**config.mk**
```make
export PLATFORM = sky130hd
export DESIGN_NAME = fab_traffic_counter
export DESIGN_NICKNAME = d
export VERILOG_FILES = /design/src/rtl/fab_cnt_pkg.sv /design/src/rtl/fab_cnt_regs.sv /design/src/rtl/fab_cnt_match.sv /design/src/rtl/fab_cnt_core.sv /design/src/rtl/fab_traffic_counter.sv
export SDC_FILE = /design/constraint.sdc
export NUM_CORES = 1
export LEC_CHECK = 0
export BUFFER_PORTS_ARGS = -buffer_cell sky130_fd_sc_hd__buf_4
export CORE_MARGIN = 1
export CORE_UTILIZATION = 55
export CTS_CLUSTER_DIAMETER = 100
export DETAILED_ROUTE_END_ITERATION = 10
export PLACE_DENSITY = 0.88
export SLEW_MARGIN = 25
export SYNTH_ARGS = -nofsm -noshare
export SYNTH_HDL_FRONTEND = slang
export SYNTH_SLANG_ARGS = --single-unit
```
**constraint.sdc**
```tcl
create_clock -name clk -period 5 [get_ports clk]
set_input_delay 0.25 -clock clk [delete_from_list [all_inputs] [get_ports clk]]
set_output_delay 0.25 -clock clk [all_outputs]
set_load 0.1 [all_outputs]
```
**src/rtl/fab_cnt_pkg.sv**
```systemverilog
// Package: register layout shared by the fabric traffic counter modules.
// Assumes 64-bit registers; the field positions are fixed by the software view.
package fab_cnt_pkg;
    localparam int REG_W     = 64;
    localparam int CODE_W    = 4;
    localparam int PORT_W    = 2;
    localparam int CLR_BIT   = 0;
    localparam int FRZ_BIT   = 8;
    localparam int CODE_LSB  = 16;
    localparam int PID_LSB   = 20;
    localparam int FILT_BIT  = 23;
    localparam int ECHO_LSB  = REG_W - CODE_W;

    typedef struct packed {
        logic              filt;
        logic [PORT_W-1:0] pid;
        logic [CODE_W-1:0] code;
        logic              frz;
    } ctrl_t;
endpackage

```
**src/rtl/fab_cnt_regs.sv**
```systemverilog
// Module: control register of the counter.
// Holds freeze, kind code, port id and filter. Produces a one-cycle clear
// request when software writes bit 0, or when it changes the selection.
// Assumes the write strobe is qualified by the bus for a single cycle.
module fab_cnt_regs
    import fab_cnt_pkg::*;
#(
    parameter int                ADDR_W   = 8,
    parameter logic [ADDR_W-1:0] CTRL_OFS = 'h20
) (
    input  logic              clk,
    input  logic              rst_n,
    input  logic              reg_wr,
    input  logic [ADDR_W-1:0] reg_addr,
    input  logic [REG_W-1:0]  reg_wdata,
    output ctrl_t             ctrl_q,
    output logic              clr
);
    logic  wr_ctrl;
    ctrl_t ctrl_nxt;
    logic  sel_chg;

    // Decode the write and the new field values.
    always_comb begin
        wr_ctrl       = reg_wr && (reg_addr == CTRL_OFS);
        ctrl_nxt.filt = reg_wdata[FILT_BIT];
        ctrl_nxt.pid  = reg_wdata[PID_LSB +: PORT_W];
        ctrl_nxt.code = reg_wdata[CODE_LSB +: CODE_W];
        ctrl_nxt.frz  = reg_wdata[FRZ_BIT];
        sel_chg       = (ctrl_nxt.code != ctrl_q.code) ||
                        (ctrl_nxt.filt != ctrl_q.filt) ||
                        (ctrl_nxt.pid  != ctrl_q.pid);
        clr           = wr_ctrl && (reg_wdata[CLR_BIT] || sel_chg);
    end

    // Store the control fields on a write.
    always_ff @(posedge clk) begin
        if (!rst_n)       ctrl_q <= '0;
        else if (wr_ctrl) ctrl_q <= ctrl_nxt;
    end
endmodule

```
**src/rtl/fab_cnt_match.sv**
```systemverilog
// Module: picks the selected pulse line and applies the port filter.
// Purely combinational. Assumes NUM_EVT <= 2**CODE_W; codes that name no
// line never match.
module fab_cnt_match
    import fab_cnt_pkg::*;
#(
    parameter int NUM_EVT = 8
) (
    input  ctrl_t                      ctrl,
    input  logic [NUM_EVT-1:0]         evt_pulse,
    input  logic [NUM_EVT*PORT_W-1:0]  evt_port,
    output logic                       hit
);
    logic [NUM_EVT-1:0] lane_ok;

    // One filter stage per pulse line.
    for (genvar i = 0; i < NUM_EVT; i++) begin : g_lane
        assign lane_ok[i] = evt_pulse[i] &&
            (!ctrl.filt || (evt_port[i*PORT_W +: PORT_W] == ctrl.pid));
    end

    // Select the lane named by the kind code; out-of-range codes give no hit.
    always_comb begin
        hit = 1'b0;
        for (int i = 0; i < NUM_EVT; i++) begin
            if (ctrl.code == CODE_W'(i)) hit = lane_ok[i];
        end
    end
endmodule

```
**src/rtl/fab_cnt_core.sv**
```systemverilog
// Module: wrapping event count and the two-stage echo of the kind code.
// Clear wins over increment; freeze only blocks increments.
module fab_cnt_core
    import fab_cnt_pkg::*;
#(
    parameter int CNT_W = 60
) (
    input  logic              clk,
    input  logic              rst_n,
    input  logic              clr,
    input  logic              hit,
    input  logic              frz,
    input  logic [CODE_W-1:0] code,
    output logic [CNT_W-1:0]  cnt_q,
    output logic [CODE_W-1:0] echo_q
);
    logic [CODE_W-1:0] echo_mid;

    // Count selected pulses, wrapping at 2**CNT_W.
    always_ff @(posedge clk) begin
        if (!rst_n)          cnt_q <= '0;
        else if (clr)        cnt_q <= '0;
        else if (hit && !frz) cnt_q <= cnt_q + CNT_W'(1);
    end

    // Delay the active code by two edges before it appears in the readback.
    always_ff @(posedge clk) begin
        if (!rst_n) begin
            echo_mid <= '0;
            echo_q   <= '0;
        end else begin
            echo_mid <= code;
            echo_q   <= echo_mid;
        end
    end
endmodule

```
**src/rtl/fab_traffic_counter.sv**
```systemverilog
// Module: fabric traffic counter with port filter (top).
// Two 64-bit registers: control at CTRL_OFS and count/echo at CNT_OFS.
// Read data is combinational from reg_addr. Assumes CNT_W <= 64 - CODE_W.
module fab_traffic_counter
    import fab_cnt_pkg::*;
#(
    parameter int                ADDR_W   = 8,
    parameter int                NUM_EVT  = 8,
    parameter int                CNT_W    = 60,
    parameter logic [ADDR_W-1:0] CTRL_OFS = 'h20,
    parameter logic [ADDR_W-1:0] CNT_OFS  = 'h28
) (
    input  logic                       clk,
    input  logic                       rst_n,
    input  logic                       reg_wr,
    input  logic [ADDR_W-1:0]          reg_addr,
    input  logic [63:0]                reg_wdata,
    output logic [63:0]                reg_rdata,
    input  logic [NUM_EVT-1:0]         evt_pulse,
    input  logic [NUM_EVT*PORT_W-1:0]  evt_port
);
    ctrl_t             ctrl_q;
    logic              clr;
    logic              hit;
    logic [CNT_W-1:0]  cnt_q;
    logic [CODE_W-1:0] echo_q;

    fab_cnt_regs #(.ADDR_W(ADDR_W), .CTRL_OFS(CTRL_OFS)) u_regs (
        .clk(clk), .rst_n(rst_n), .reg_wr(reg_wr), .reg_addr(reg_addr),
        .reg_wdata(reg_wdata), .ctrl_q(ctrl_q), .clr(clr)
    );

    fab_cnt_match #(.NUM_EVT(NUM_EVT)) u_match (
        .ctrl(ctrl_q), .evt_pulse(evt_pulse), .evt_port(evt_port), .hit(hit)
    );

    fab_cnt_core #(.CNT_W(CNT_W)) u_core (
        .clk(clk), .rst_n(rst_n), .clr(clr), .hit(hit), .frz(ctrl_q.frz),
        .code(ctrl_q.code), .cnt_q(cnt_q), .echo_q(echo_q)
    );

    // Read multiplexer for the two registers.
    always_comb begin
        reg_rdata = '0;
        if (reg_addr == CTRL_OFS) begin
            reg_rdata[FRZ_BIT]               = ctrl_q.frz;
            reg_rdata[CODE_LSB +: CODE_W]    = ctrl_q.code;
            reg_rdata[PID_LSB +: PORT_W]     = ctrl_q.pid;
            reg_rdata[FILT_BIT]              = ctrl_q.filt;
        end else if (reg_addr == CNT_OFS) begin
            reg_rdata[CNT_W-1:0]             = cnt_q;
            reg_rdata[ECHO_LSB +: CODE_W]    = echo_q;
        end
    end
endmodule

```
**Word-level counts from Yosys, hierarchy flattened**

Index checks and enable logic that the tools add are counted.

- Flip-flop bits (word level): 76
- Latch bits: 0
- Memory bits (writable): 0
- Memory bits (read-only): 0
- Input port bits: 99
- Output and inout bits: 64
- Memories: 0

- Add/subtract/negate cells: 1
- Multiply operators: 0
- Div/mod/pow operators: 0
- Order comparisons: 0
- Eq/ne operators: 20
- Shift operators: 0
- Muxes and demuxes: 16
- Bitwise gates (word level): 1
- Reductions and logical operators: 26

Operator list:

| kind | count |
|---|---|
| two-way mux 64 bit | 1 |
| adder 60 x 1 -> 60 bit, second input constant | 1 |
| two-way mux 40 bit | 1 |
| == test 2 bit | 8 |
| == test 4 x 3 -> 1 bit, second input constant | 4 |
| == test 8 x 6 -> 1 bit, second input constant | 2 |
| logical AND 1 bit | 11 |
| logical OR 1 bit | 11 |
| two-way mux 1 bit | 11 |
| == test 4 x 2 -> 1 bit, second input constant | 2 |
| two-way mux 8 bit | 1 |
| two-way mux 7 bit | 1 |
| two-way mux 6 bit | 1 |
| == test 4 x 1 -> 1 bit, second input constant | 1 |
| logical NOT 4 bit | 1 |
| != test 4 bit | 1 |
| logical NOT 1 bit | 2 |
| != test 2 bit | 1 |
| OR reduction 2 bit | 1 |
| != test 1 bit | 1 |
| inverter 1 bit | 1 |

**Logic depth before layout (Yosys ltp)**

- Word-level depth: 12
- Mapped depth: 10
- Gate-level depth less buffers: 7

**By module**

Synthesis repeated with hierarchy kept, for this count alone.

- Cell total of the unflattened synthesis: 597
- Area total of the unflattened synthesis: 4754.6 sq um

By module, submodules not included:

| module | instances | cells an instance | area each (sq um) | sequential area each (sq um) |
|---|---|---|---|---|
| fab_cnt_core | 1 | 356 | 3049.2 | 1361.3 |
| fab_traffic_counter | 1 | 146 | 943.4 | 0.0 |
| fab_cnt_regs | 1 | 48 | 431.7 | 160.2 |
| fab_cnt_match | 1 | 47 | 330.3 | 0.0 |

**Worst setup path after synthesis**

OpenSTA, ideal clock, no wires.

- Kind: in2out
- Start: in reg_addr[6]
- End: out reg_rdata[58]
- Arrival: 2.875 ns
- Required time: 4.750 ns
- Slack: 1.875 ns
- Cell stages on the path: 3
- Buffers on the path: 0
- Cell sequence: nor4_1 > nand2_1 > nor3_1

- Word-level cells in the longest chain between the ends: 3

Ends and longest elaborated chain:

| item | RTL line | source |
|---|---|---|
| start: declaration | fab_traffic_counter.sv:16 | `input logic [ADDR_W-1:0] reg_addr,` |
| == test 8 x 6 -> 1 bit | fab_traffic_counter.sv:50 | `end else if (reg_addr == CNT_OFS) begin` |
| two-way mux 64 bit | fab_traffic_counter.sv:50 |  |
| two-way mux 40 bit (*) | fab_traffic_counter.sv:45 | `if (reg_addr == CTRL_OFS) begin` |
| end: declaration | fab_traffic_counter.sv:18 | `output logic [63:0] reg_rdata,` |

Every way passes the cells marked *; elsewhere a longest branch is shown, timed or not.

**Worst setup path after layout**

- Start: reg, netlist name u_regs.ctrl_q[5]
- End: reg u_core.cnt_q[25]

- Word-level cells in the longest chain between the ends: 12

Ends and longest elaborated chain:

| item | RTL line | source |
|---|---|---|
| == test 2 bit | fab_cnt_match.sv:19 | `(!ctrl.filt \|\| (evt_port[i*PORT_W +: PORT_W] == ctrl.pid));` |
| logical OR 1 bit | fab_cnt_match.sv:19 |  |
| logical AND 1 bit | fab_cnt_match.sv:18 | `assign lane_ok[i] = evt_pulse[i] &&` |
| two-way mux 1 bit (8 in a row) | fab_cnt_match.sv:26 | `if (ctrl.code == CODE_W'(i)) hit = lane_ok[i];` |
| logical AND 1 bit | fab_cnt_core.sv:23 | `else if (hit && !frz) cnt_q <= cnt_q + CNT_W'(1);` |
| end signal: assignment | fab_cnt_core.sv:23 |  |
| end: declaration | fab_cnt_core.sv:14 | `output logic [CNT_W-1:0] cnt_q,` |

Parallel ways exist; a longest one is shown, timed or not.
A chain may end at the register's enable or synchronous reset.

==> out/results.ini <==
[clock_network]
hold_buffers = 0
clock-root-buffer = clkbuf_8
cts_setup_buffers = 0
ctsHtreeMaxLevel = 3
clockBufferDepth = 2
cts_buffers = 9
cts_tree = built
clock-sinks = 76
clk_latency_ns = 0.36
clk_pin_slew_ns = 0.08
cts_resized = 0

[timing]
slew_headroom_pct = 30.25
rsz0062_at_grt = no
hold_viol_final = 0
period_minus_slack_ns = 3.108
drv_slew = 0
skew_ns = 0.01013
worst_pin_slew_ns = 1.045
finalSetupViolCount = 0
finalCritPeriodShare_pct = 62.15
fmax_ghz = 0.3218
whs_ns = 0.1446
fin_setup_tns_ns = 0

[global_route]
grt_max_degree = 111
grt_pass1_vias = 4621
grt_pass1_wl_um = 21530
grt.total_usage_pct = 29.82
gr-total-overflow = 0
antenna_found_initial = 0

[worst_setup_path]
cp_slowest_cell = o2111a_2
cp_data_arrival_time_ns = 3.40
critical-path-max-stage-delay_ns = 0.83
r2r_start = u_regs.ctrl_q[5]$_SDFFE_PN0P_
crit_required_ns = 5.29
cp-end-kind = register
critical_path_class = register to register
startpoint = u_regs.ctrl_q[5]$_SDFFE_PN0P_
worstPathCellList = xor2_1 -> o21ai_0 -> a32oi_1 -> o2111a_2 -> buf_4 -> o41ai_1 -> a21oi_1
critPathLaunchType = register
worst-path-max-fanout = 58

[floorplan]
die_h_um = 95.27
dieWidth_um = 95.27
io_pins = 163
die_area_um2 = 9076
core_area_um2 = 8299
rows = 33
initial_core_util_pct = 57.65

[yosys]
synthDominantCellAreaShare_pct = 31.80
ys.flop_type = dfxtp_1
async_flop_share_pct = 0
synth_area_leader_cell = dfxtp_1
synth_edf_count = 0
syn_area_um2 = 4785
syn_inst = 598
synth-warning-count = 0
synth_area_per_cell_um2 = 8.001
synth.distinct_cells = 44
ys_top_cells_by_area = dfxtp_1 (32%), and2_1 (8.8%), or4_1 (8.0%), o31ai_1 (7.8%), a21oi_1 (6.3%)
syn_nets = 698
ys_seq_elements = 76
synth-seq-area-share_pct = 31.80

[pwr]
p_leak_uw = 0.002091
max-vdd-ir-drop_v = 0.0001330
powerDensity_nw_per_um2 = 204.4

[worst_hold_path]
min_from = reg_wdata[21]
hp-class = input pin to register

[cells_and_area]
most-common-layout-cells = buf_4 (110), dfxtp_1 (76), and2_1 (67), a21oi_1 (60), or4_1 (51)
drive_above_1_share_pct = 20.03
syn2layout_area_growth_pct = 20.71
finish.net_count = 769
final_common_cell = buf_4
register_area_um2 = 1521
num_antenna_cells = 0
instances_no_fill = 779
fillers = 641
fin_area_um2 = 5776
multi_input_area_um2 = 3024

[detailed_routing]
drc = 0
avgViaCountPerCell = 6.534
drt_pass1_iterations = 5
antenna_left = 0
routedWlPerCell_um = 16.30
wl_um = 12700
vias = 5090
detail_route.iter0.violations = 378

[placement]
place_hpwl_um = 8625
dp.cells = 763
portBuffers = 107
gp_congestion = 0.8714
dpl_cell_area_um2 = 5573

[status]
status = completed

[job]
maxCapViolCount = 0

[per-layer routing]
| layer | share of wire [%] | track usage (%) | routed length [µm] |
|---|---|---|---|
| met1 | 42 | 38.00 | 5325 |
| met2 | 49 | 49.05 | 6208 |
| met3 | 6.3 | 5.104 | 799 |
| met4 | 2.9 | 13.51 | 365 |
| met5 | 0 | 0 | 0 |
[synthesized netlist by cell type (3+ instances only)]
master and n:
nand2_1 18, xor2_1 11, buf_6 6, nor4_1 5, nand4_1 28, nor3_1 7
nor2b_1 5, clkbuf_1 28, nand3_1 38, nor3b_1 3, and3_1 12, and2_1 67
inv_1 4, mux2i_1 16, dfxtp_1 76, or4_1 51, or3_1 4, o31ai_1 50
nor2_1 32, buf_1 6, xnor2_1 12, a21oi_1 60, and4_1 4, nand4b_1 9
o41ai_1 7, buf_2 11, o21ai_0 8
[cell families after synthesis]
group,Yosys count,synth area share [%]
and+or+nand+nor,291,36.72
adders and majority gates,1,0.2615
muxes,16,3.347
DFF,76,31.80
AOI/OAI and AO/OA,135,18.02
xor gates and xnor gates,23,4.210
buffers and inverters,56,5.648
[worst max-delay path, delay by kind of cell, from the launching register on]
| kind | cells | cell delay, ns |
|---|---|---|
| buffers and inverters | 1 | 0.58 |
| flip-flops | 1 | 0.69 |
| XOR/XNOR | 1 | 0.18 |
| AO/OA/AOI/OAI | 5 | 1.58 |
[area by class of cell]
type	count	share of cell area, %
inverter	4	0.2600
sequential	76	26.34
clock buffer	12	2.686
timing repair buffer	112	15.25
clock inverter	4	0.8232
tap	105	2.275
multi-input combinational	466	52.36
[state kept, by name, summed over array words and instances, names as in the netlist]
register and flops:
u_regs.ctrl_q 8, u_core.cnt_q 60, u_core.echo_q 4, u_core.echo_mid 4
[worst paths after layout]
path,to,slack [ns],depth (start not counted)
worst min-delay path,u_regs.ctrl_q[6]$_SDFFE_PN0P_,0.14,3
worst max-delay path,u_core.cnt_q[25]$_SDFFE_PP0P_,1.89,7
worst min register to register,u_core.echo_q[1]$_SDFF_PN0_,0.44,1
worst max register to register,u_core.cnt_q[25]$_SDFFE_PP0P_,1.89,7
[stage by stage]
stage	worst slack (ns)	total power, µW	util, %
floorplan	1.875	662.3	-
global placement	1.981	693.0	66.49
detailed placement	1.968	700.2	67.15
CTS	1.953	1178	69.59
global route	1.691	1215	69.59
finish	1.892	1180	69.59
[report_power, final]
| part | internal, µW | total, µW | switching, µW |
|---|---|---|---|
| Clock | 257 | 493 | 237 |
| Sequential | 606 | 608 | 2.28 |
| Combinational | 37.7 | 79.0 | 41.2 |
| Total | 900 | 1180 | 280 |
(Power assumes the default switching activity.)
